## src/rtl/xl_pkg.sv

```systemverilog
package xl_pkg;
  typedef enum logic [2:0] {
    ST_IDLE, ST_CHECK, ST_MREQ, ST_MWAIT, ST_RESP
  } xl_state_t;

  // number of directory entries in range for a size code
  function automatic logic [7:0] size_limit(input logic [7:0] code, input int dir_n);
    logic [7:0] lim;
    case (code)
      8'd0:    lim = 8'(dir_n);
      8'd32:   lim = 8'(dir_n >> 1);
      8'd48:   lim = 8'(dir_n >> 2);
      8'd56:   lim = 8'(dir_n >> 3);
      default: lim = 8'd0;
    endcase
    return lim;
  endfunction
endpackage

```

## src/rtl/xl_dir.sv

```systemverilog
module xl_dir #(
  parameter int ENTRIES = 64,
  parameter int TBL_W   = 20,
  localparam int IDX_W  = $clog2(ENTRIES)
) (
  input  logic             clk,
  input  logic             rst_n,
  input  logic             wr_en,
  input  logic [IDX_W-1:0] wr_idx,
  input  logic             wr_present,
  input  logic [TBL_W-1:0] wr_tbl,
  input  logic [IDX_W-1:0] rd_idx,
  output logic             rd_present,
  output logic [TBL_W-1:0] rd_tbl
);
  logic [ENTRIES-1:0] present_q;
  logic [TBL_W-1:0]   tbl_q [ENTRIES];

  for (genvar g = 0; g < ENTRIES; g++) begin : g_ent
    always_ff @(posedge clk or negedge rst_n) begin
      if (!rst_n)                                     present_q[g] <= 1'b0;
      else if (wr_en && wr_idx == IDX_W'(g))          present_q[g] <= wr_present;
    end
    always_ff @(posedge clk) begin
      if (wr_en && wr_idx == IDX_W'(g)) tbl_q[g] <= wr_tbl;
    end
  end

  assign rd_present = present_q[rd_idx];
  assign rd_tbl     = tbl_q[rd_idx];
endmodule

```

## src/rtl/xl_tcache.sv

```systemverilog
module xl_tcache #(
  parameter int WAYS   = 4,
  parameter int TAG_W  = 20,
  parameter int DATA_W = 20,
  localparam int PTR_W = $clog2(WAYS)
) (
  input  logic              clk,
  input  logic              rst_n,
  input  logic              flush,
  input  logic [TAG_W-1:0]  lk_tag,
  output logic              lk_hit,
  output logic [DATA_W-1:0] lk_data,
  input  logic              fill_en,
  input  logic [TAG_W-1:0]  fill_tag,
  input  logic [DATA_W-1:0] fill_data
);
  logic [WAYS-1:0]   vld_q;
  logic [TAG_W-1:0]  tag_q  [WAYS];
  logic [DATA_W-1:0] data_q [WAYS];
  logic [PTR_W-1:0]  ptr_q;

  for (genvar g = 0; g < WAYS; g++) begin : g_way
    always_ff @(posedge clk or negedge rst_n) begin
      if (!rst_n)                                    vld_q[g] <= 1'b0;
      else if (flush)                                vld_q[g] <= 1'b0;
      else if (fill_en && ptr_q == PTR_W'(g))        vld_q[g] <= 1'b1;
    end
    always_ff @(posedge clk) begin
      if (fill_en && ptr_q == PTR_W'(g)) begin
        tag_q[g]  <= fill_tag;
        data_q[g] <= fill_data;
      end
    end
  end

  always_ff @(posedge clk or negedge rst_n) begin
    if (!rst_n)       ptr_q <= '0;
    else if (fill_en) ptr_q <= ptr_q + 1'b1;
  end

  always_comb begin
    lk_hit  = 1'b0;
    lk_data = '0;
    for (int w = 0; w < WAYS; w++) begin
      if (vld_q[w] && tag_q[w] == lk_tag && !lk_hit) begin
        lk_hit  = 1'b1;
        lk_data = data_q[w];
      end
    end
  end
endmodule

```

## src/rtl/aper_xlate.sv

```systemverilog
module aper_xlate #(
  parameter int DIR_ENTRIES = 64,
  parameter int CACHE_WAYS  = 4
) (
  input  logic        clk,
  input  logic        rst_n,
  input  logic [31:0] cfg_base_i,
  input  logic [7:0]  cfg_size_i,
  input  logic        dir_wr_i,
  input  logic [31:0] dir_wdata_i,
  input  logic        ctl_wr_i,
  input  logic [31:0] ctl_wdata_i,
  input  logic        req_valid_i,
  output logic        req_ready_o,
  input  logic [31:0] req_addr_i,
  output logic        rsp_valid_o,
  input  logic        rsp_ready_i,
  output logic [31:0] rsp_addr_o,
  output logic        rsp_fault_o,
  output logic        mem_req_valid_o,
  input  logic        mem_req_ready_i,
  output logic [31:0] mem_req_addr_o,
  input  logic        mem_rsp_valid_i,
  input  logic [31:0] mem_rsp_data_i
);
  import xl_pkg::*;
  localparam int IDX_W = $clog2(DIR_ENTRIES);
  localparam int PG_W  = 20;

  xl_state_t   state_q;
  logic [31:0] req_q;
  logic [31:0] res_addr_q;
  logic        res_fault_q;
  logic        ctl_b7_q;
  logic        flush_pend;
  logic        flush_now;

  logic [9:0]      dir_off;
  logic            in_range;
  logic            dir_present;
  logic [PG_W-1:0] dir_tbl;
  logic            hit;
  logic [PG_W-1:0] hit_frame;
  logic            fill_en;

  logic unused_bits;
  assign unused_bits = ^{dir_wdata_i[11:6], cfg_base_i[21:0], ctl_wdata_i[31:8],
                         ctl_wdata_i[6:0], mem_rsp_data_i[11:1], dir_off[9:IDX_W]};

  // directory offset and range test
  assign dir_off  = req_q[31:22] - cfg_base_i[31:22];
  assign in_range = {2'b00, dir_off} < {4'b0000, size_limit(cfg_size_i, DIR_ENTRIES)};

  xl_dir #(.ENTRIES(DIR_ENTRIES), .TBL_W(PG_W)) i_dir (
    .clk(clk), .rst_n(rst_n),
    .wr_en(dir_wr_i), .wr_idx(dir_wdata_i[IDX_W-1:0]),
    .wr_present(dir_wdata_i[8]), .wr_tbl(dir_wdata_i[31:12]),
    .rd_idx(dir_off[IDX_W-1:0]), .rd_present(dir_present), .rd_tbl(dir_tbl)
  );

  assign fill_en = (state_q == ST_MWAIT) && mem_rsp_valid_i && mem_rsp_data_i[0];

  xl_tcache #(.WAYS(CACHE_WAYS), .TAG_W(PG_W), .DATA_W(PG_W)) i_cache (
    .clk(clk), .rst_n(rst_n), .flush(flush_now),
    .lk_tag(req_q[31:12]), .lk_hit(hit), .lk_data(hit_frame),
    .fill_en(fill_en), .fill_tag(req_q[31:12]), .fill_data(mem_rsp_data_i[31:12])
  );

  // flush control: a rising bit 7 arms a flush applied while idle
  assign flush_now = flush_pend && (state_q == ST_IDLE);

  always_ff @(posedge clk or negedge rst_n) begin
    if (!rst_n) begin
      ctl_b7_q   <= 1'b0;
      flush_pend <= 1'b0;
    end else begin
      if (ctl_wr_i) ctl_b7_q <= ctl_wdata_i[7];
      if (ctl_wr_i && ctl_wdata_i[7] && !ctl_b7_q) flush_pend <= 1'b1;
      else if (flush_now)                           flush_pend <= 1'b0;
    end
  end

  assign req_ready_o     = (state_q == ST_IDLE) && !flush_pend;
  assign rsp_valid_o     = (state_q == ST_RESP);
  assign rsp_addr_o      = res_addr_q;
  assign rsp_fault_o     = res_fault_q;
  assign mem_req_valid_o = (state_q == ST_MREQ);
  assign mem_req_addr_o  = {dir_tbl, req_q[21:12], 2'b00};

  always_ff @(posedge clk or negedge rst_n) begin
    if (!rst_n) begin
      state_q     <= ST_IDLE;
      req_q       <= '0;
      res_addr_q  <= '0;
      res_fault_q <= 1'b0;
    end else begin
      case (state_q)
        ST_IDLE: if (req_valid_i && req_ready_o) begin
          req_q   <= req_addr_i;
          state_q <= ST_CHECK;
        end
        ST_CHECK: begin
          if (!in_range || !dir_present) begin
            res_addr_q  <= '0;
            res_fault_q <= 1'b1;
            state_q     <= ST_RESP;
          end else if (hit) begin
            res_addr_q  <= {hit_frame, req_q[11:0]};
            res_fault_q <= 1'b0;
            state_q     <= ST_RESP;
          end else begin
            state_q <= ST_MREQ;
          end
        end
        ST_MREQ: if (mem_req_ready_i) state_q <= ST_MWAIT;
        ST_MWAIT: if (mem_rsp_valid_i) begin
          res_fault_q <= !mem_rsp_data_i[0];
          res_addr_q  <= mem_rsp_data_i[0] ? {mem_rsp_data_i[31:12], req_q[11:0]} : 32'd0;
          state_q     <= ST_RESP;
        end
        ST_RESP: if (rsp_ready_i) state_q <= ST_IDLE;
        default: state_q <= ST_IDLE;
      endcase
    end
  end
endmodule

```

## config.mk

```make
export PLATFORM = sky130hd
export DESIGN_NAME = aper_xlate
export DESIGN_NICKNAME = d
export VERILOG_FILES = /design/src/rtl/xl_pkg.sv /design/src/rtl/xl_dir.sv /design/src/rtl/xl_tcache.sv /design/src/rtl/aper_xlate.sv
export SDC_FILE = /design/constraint.sdc
export NUM_CORES = 1
export LEC_CHECK = 0
export BUFFER_PORTS_ARGS = -buffer_cell sky130_fd_sc_hd__buf_4
export CAP_MARGIN = 20
export CORE_MARGIN = 5
export CORE_UTILIZATION = 25
export CTS_CLUSTER_DIAMETER = 60
export DETAILED_ROUTE_END_ITERATION = 12
export MAX_ROUTING_LAYER = met4
export PLACE_DENSITY = 0.44
export SLEW_MARGIN = 10
export SYNTH_ARGS = -nofsm -noshare
export SYNTH_HDL_FRONTEND = slang
export SYNTH_SLANG_ARGS = --single-unit
```

## constraint.sdc

```tcl
create_clock -name clk -period 5.9 [get_ports clk]
set_input_delay 0.59 -clock clk [delete_from_list [all_inputs] [get_ports clk]]
set_output_delay 0.59 -clock clk [all_outputs]
set_load 0.03 [all_outputs]
```

==> results of run 1 <==
[cells in the mapped netlist (23+ instances only)]
master	n	share of area
edfxtp_1	1440	0.69
mux4_2	417	0.15
nand2_1	158	0.0095
dfrtp_1	140	0.056
mux2_2	114	0.021
clkbuf_1	99	0.0060
nor2_1	83	0.0050
xnor2_1	61	0.0086
nand3_1	56	0.0045
buf_2	48	0.0039
inv_1	29	0.0017
xor2_1	28	0.0039
and3_1	27	0.0027
o21ai_0	27	0.0022
nand4_1	24	0.0024
a31oi_1	23	0.0023
[per-layer routing]
layer | routed length [microns] | up-vias | global-route usage | share of wire
met5 | 0 | - | - | 0
met4 | 3570 | 0 | 0.0306 | 0.021
met3 | 9320 | 231 | 0.0263 | 0.054
met2 | 81600 | 781 | 0.211 | 0.47
met1 | 78100 | 16093 | 0.183 | 0.45
li1 | - | 12703 | - | -
[area by class of cell]
| cell class | instances | area share |
|---|---|---|
| clock inverter | 91 | 0.0124 |
| clock buffer | 220 | 0.0607 |
| multi-input combinational | 1179 | 0.205 |
| antenna | 12 | 0.000406 |
| timing repair buffer | 278 | 0.0322 |
| inverter | 30 | 0.00152 |
| sequential | 1580 | 0.631 |
| tap | 3330 | 0.0563 |
[registers in the layout, indices dropped and copies added (netlist names)]
signal           flops
rsp_fault_o          1
ctl_b7_q             1
rsp_addr_o          32
i_cache.vld_q        4
i_cache.tag_q       80
i_dir.tbl_q       1280
i_dir.present_q     64
flush_pend           1
i_cache.data_q      80
i_cache.ptr_q        2
req_q               32
state_q              3
[how the worst max path moves through the flow]
stage	from	endpoint	slack, ns	cells after the start
4_1_cts	req_q[23]	mem_req_addr_o[12]	0.11	10
2_1_floorplan	req_q[22]	mem_req_addr_o[22]	1.52	13
6_report	req_q[23]	mem_req_addr_o[12]	0.42	10
3_3_place_gp	req_q[23]	mem_req_addr_o[12]	0.78	10
3_5_place_dp	req_q[23]	mem_req_addr_o[12]	0.80	10
5_1_grt	req_q[23]	mem_req_addr_o[12]	0.19	10
[report_power, final]
part,internal (mW),switching [mW]
clock,5.82,4.57
sequential,12.6,0.319
combinational,6.22,8.56
[stage by stage]
step	setup slack, ns	cells
floorplan	1.52	2967
global placement	0.782	6360
detailed placement	0.797	6361
CTS	0.114	6707
global route	0.193	6716
finish	0.424	6720
[timing repair]
item,4_1_cts,5_1_grt
pin swaps,1,0
setup endpoints to repair,2,1
hold buffers,34,0
resized for setup,0,1
endpoints found under the hold margin,131,0
buffers inserted,1,0
[cell families (layout without fill, tap and decap cells)]
logic type | after synthesis | in the layout
DFF | 1580 | 1580
buffers and inverters | 208 | 619
and+or+nand+nor | 421 | 421
xor gates and xnor gates | 91 | 91
other | 1 | 14
AOI/OAI and AO/OA | 106 | 106
adders and majority gates | 17 | 17
muxes | 542 | 542
==> results_dict.tcl, run 1 <==
set metrics [dict create \
    via_per_inst 4.44 \
    dieArea_sq_mm 0.260 \
    async_flop_share 0.0886 \
    ff2ff_setup_slack_ns 1.15 \
    antenna_found_initial 25 \
    post-route-period-util 0.928 \
    layout-drive-gt1-share 0.333 \
    routedWlPerCell_microns 25.7 \
    start_kind "register" \
    clk_pin_slew_ns 0.06 \
    hp-class "in -> reg" \
    slowest_stage "fa_4" \
    synth-simple-area-share 0.0320 \
    synth_edf_count 1440 \
    ios 244 \
    overflow 0 \
    relSlewSlack 0.244 \
    htreeDepth 4 \
    setup_viol 0 \
    post-route-cell-area_sq_mm 0.0740 \
    cts_root_buf "clkbuf_16" \
    fin_crit_ns 5.48 \
    fmax_mhz 183 \
    syn_inst 2966 \
    r2r_cells 10 \
    die_h_microns 510 \
    r2r-end "rsp_addr_o[21]" \
    nNetsFinal 3431 \
    grt_setup_unrepaired "false" \
    yosys_register_bits 1580 \
    place.gp.congestion 0.732 \
    worstHoldEndpoint "req_q[3]" \
    grt_pass1_wl_microns 242000 \
    finalCoreUtilization 0.298 \
    finalClockSkew_ns 0.0671 \
    cts_buffers 169 \
    synth_top_family_by_area "multiplexers" \
    vias 29808 \
    slew_viol_final 0 \
    finalHoldViolations 0 \
    synth.distinct_cells 61 \
    drc_errors 0 \
    synth_area_sq_mm 0.0624 \
    wl_microns 173000 \
    area_growth_pct 18.7 \
    path_class "reg -> out" \
    cp.required_ns 5.31 \
    cp_cell_sequence "inv_1 -> fa_4 -> buf_4 -> buf_4 -> mux4_2 -> mux4_2 -> nand2_1 -> and3_1 -> a31oi_1 -> buf_4" \
    outcome "complete, no violations" \
    crit_top_cell "buf_4" \
    p_total_mw 38.1 \
    yosysWarnings 0 \
    fillerInstances 24188 \
    hold_start "req_addr_i[3]" \
    cp-end-kind "output port" \
    initialDrtViolationCount 2466 \
    synthMuxAreaShare 0.173 \
    die_x_microns 510 \
    ant_nets 0 \
    cts.sinks 1580 \
    power.density_mw_per_mm2 514 \
    arrival_ns 4.89 \
    drv_cap 0 \
    cts_tree "built" \
    coreArea_sq_mm 0.248 \
    p_leak_nw 23.5 \
    dp_hpwl_microns 94800 \
    tns_ns 0 \
    grt.total_usage 0.135 \
    ctsLongestPathBuffers 3 \
    synthAdderAreaFrac 0.00353 \
    worstMarginPinSlew_ns 1.13 \
    slowest_delay_ns 1.03 \
    grt_pass1_vias 31137 \
    clkLatencyLatePin_ns 0.80 \
    synth_xor_area_frac 0.0130 \
    critPathBufInv 4 \
    initial_core_util 0.251 \
    vdd_drop_max_v 0.000772 \
    grt_max_degree 82 \
    holdWs_ns 0.0663 \
    cp_max_fo 18 \
    crit_family "buffers and inverters" \
    dr.pass1.iters 5 \
    layout_common_cells "edfxtp_1, mux4_2, buf_4" \
    port_buffers 172 \
    r2r-start "req_q[23]" \
    row_count 183 \
    synth-seq-area-share 0.749 \
    synthFlopType "edfxtp_1" \
    multiInputGateArea_sq_mm 0.0152 \
    synth_compound_area_frac 0.0138 \
    layout_commonest_cell "edfxtp_1" \
    final-seq-area_sq_mm 0.0467 \
    syn_avg_cell_area_sq_um 21.0 \
    postPlaceCellArea_sq_mm 0.0682 \
    min_path_cells 2 \
]
(Power assumes the default switching activity.)
==> inputs of run 2 (changes only) <==
- CTS_CLUSTER_DIAMETER: 60 -> default
- PLACE_DENSITY: 0.44 -> default
==> run 2 against run 1 <==
Via count increased by 2.8%. Final cell count grew 0.43%. Critical path depth unchanged. Non-clock buffer count grew 65. Register-to-register slack worse by 0.22 ns. Critical endpoint unchanged. Largest power group unchanged.
==> results_dict.tcl, run 2 (synthesized netlist as in run 1, its figures left out) <==
set metrics [dict create \
    r2r-end "rsp_addr_o[31]" \
    cts_buffers 149 \
    cts.sinks 1580 \
    cp-end-kind "output port" \
    grt_setup_unrepaired "false" \
    arrival_ns 5.02 \
    clk_pin_slew_ns 0.06 \
    clkLatencyLatePin_ns 0.79 \
    slew_viol_final 0 \
    cts_tree "built" \
    hp-class "in -> reg" \
    wl_met3_microns 11200 \
    grt.total_usage 0.123 \
    grt_pass1_vias 31319 \
    cp.required_ns 5.31 \
    met1_length_microns 66700 \
    p_total_mw 36.9 \
    layout_commonest_cell "edfxtp_1" \
    post-cts-setup-buffer-count 0 \
    ff2ff_setup_slack_ns 0.93 \
    initialDrtViolationCount 3163 \
    drv_cap 0 \
    dr.pass1.iters 5 \
    initial_core_util 0.251 \
    area_growth_pct 18.1 \
    fin_crit_ns 5.61 \
    port_buffers 172 \
    holdWs_ns 0.0888 \
    overflow 0 \
    path_class "reg -> out" \
    drc_errors 0 \
    worst_slack_ns 0.294 \
    grt_max_degree 95 \
    coreArea_sq_mm 0.248 \
    finalClockSkew_ns 0.0538 \
    met2_length_microns 76800 \
    cp_max_fo 21 \
    place.gp.congestion 0.800 \
    setup_viol 0 \
    largest_registers "i_dir.tbl_q (1280), i_cache.data_q (80), i_cache.tag_q (80)" \
    r2r_cells 16 \
    ant_nets 0 \
    worstMarginPinSlew_ns 1.13 \
    relSlewSlack 0.248 \
    start_kind "register" \
    vdd_drop_max_v 0.000679 \
    dieArea_sq_mm 0.260 \
    ios 244 \
    via_per_inst 4.54 \
    r2r-start "req_q[26]" \
    outcome "complete, no violations" \
    finalHoldViolations 0 \
    antenna_found_initial 18 \
    nNetsFinal 3476 \
    post-route-cell-area_sq_mm 0.0737 \
    power.density_mw_per_mm2 500 \
    critical_path.startpoint "req_q[23]" \
    die_x_microns 510 \
    row_count 183 \
    layout-drive-gt1-share 0.334 \
    vias 30650 \
    tns_ns 0 \
    ctsLongestPathBuffers 3 \
    post-route-period-util 0.950 \
    routedWlPerCell_microns 23.4 \
    largest_reg_flops 1280 \
    largest-register "i_dir.tbl_q" \
    place_ws_ns 0.833 \
    top_layer "met4" \
    die_h_microns 510 \
    dp_hpwl_microns 90600 \
    htreeDepth 4 \
    fmax_mhz 178 \
    p_leak_nw 23.6 \
    postPlaceCellArea_sq_mm 0.0683 \
    layout_common_cells "edfxtp_1, mux4_2, buf_4" \
    wl_microns 158000 \
    grt_pass1_wl_microns 227000 \
    cts_root_buf "clkbuf_16" \
    worstSetupEndpoint "mem_req_addr_o[12]" \
]
[run 2: cell types whose count changed in the layout (fill, tap and decap cells not counted), sizes merged, moves of 4 or more]
cell / previous run / this run
buf: 244 / 292
clkinvlp: 10 / 2
bufinv: 9 / 5
dlygate4sd3: 34 / 51
clkbuf: 220 / 208
clkinv: 66 / 52
[run 2: metrics by stage]
step           utilization  cells
6_report             0.297   6749
5_1_grt              0.297   6742
3_5_place_dp         0.275   6409
4_1_cts              0.296   6734
3_3_place_gp         0.275   6409
2_1_floorplan            -   2967
[run 2: metal layers]
metal  global-route usage  vias up
li1                     -    12763
met1                0.164    16622
met2                0.195     1059
met3               0.0239      206
met4               0.0304        0
met5                    -        -
[run 2: area by class of cell]
cell class / count / area [sq um]
Fill cell: 24021 / 175000
Sequential cell: 1580 / 46700
Multi-Input combinational cell: 1179 / 14900
Tap cell: 3330 / 4170
Clock buffer: 208 / 4150
Timing Repair Buffer: 343 / 2910
Clock inverter: 66 / 668
Inverter: 30 / 113
Antenna cell: 13 / 32.5
[run 2: worst min-delay path by stage]
stage / from / end / cells after the start / slack [ns]
2_1_floorplan: rst_n / ctl_b7_q / 0 / 0.29
4_1_cts: mem_rsp_data_i[31] / i_cache.data_q[2][19] / 1 / 0.01
3_3_place_gp: rsp_addr_o[0] / rsp_addr_o[0] / 2 / 0.46
6_report: mem_rsp_data_i[31] / i_cache.data_q[1][19] / 1 / 0.09
3_5_place_dp: ctl_b7_q / flush_pend / 1 / 0.47
5_1_grt: mem_rsp_data_i[31] / i_cache.data_q[2][19] / 1 / 0.04
[run 2: repair_timing]
action,4_1_cts,5_1_grt
gates resized for setup,0,1
hold endpoints to repair,193,0
hold buffers,51,0
endpoints found under the setup margin,0,1
[run 2: power breakdown]
| group | leakage (nW) | total (mW) | internal (mW) | switching (mW) |
|---|---|---|---|---|
| combinational | 6.48 | 14.5 | 6.25 | 8.21 |
| clock | 2.33 | 9.46 | 5.20 | 4.26 |
| sequential | 14.8 | 12.9 | 12.6 | 0.372 |
[run 2: worst max-delay path: stages (launching register included)]
cell     delay [ns]
dfrtp_1        0.61
inv_1          0.12
fa_4           1.05
buf_12         0.25
buf_4          0.30
mux4_2         0.34
mux4_2         0.50
nand2_1        0.19
and3_1         0.40
a31oi_1        0.17
buf_4          0.25
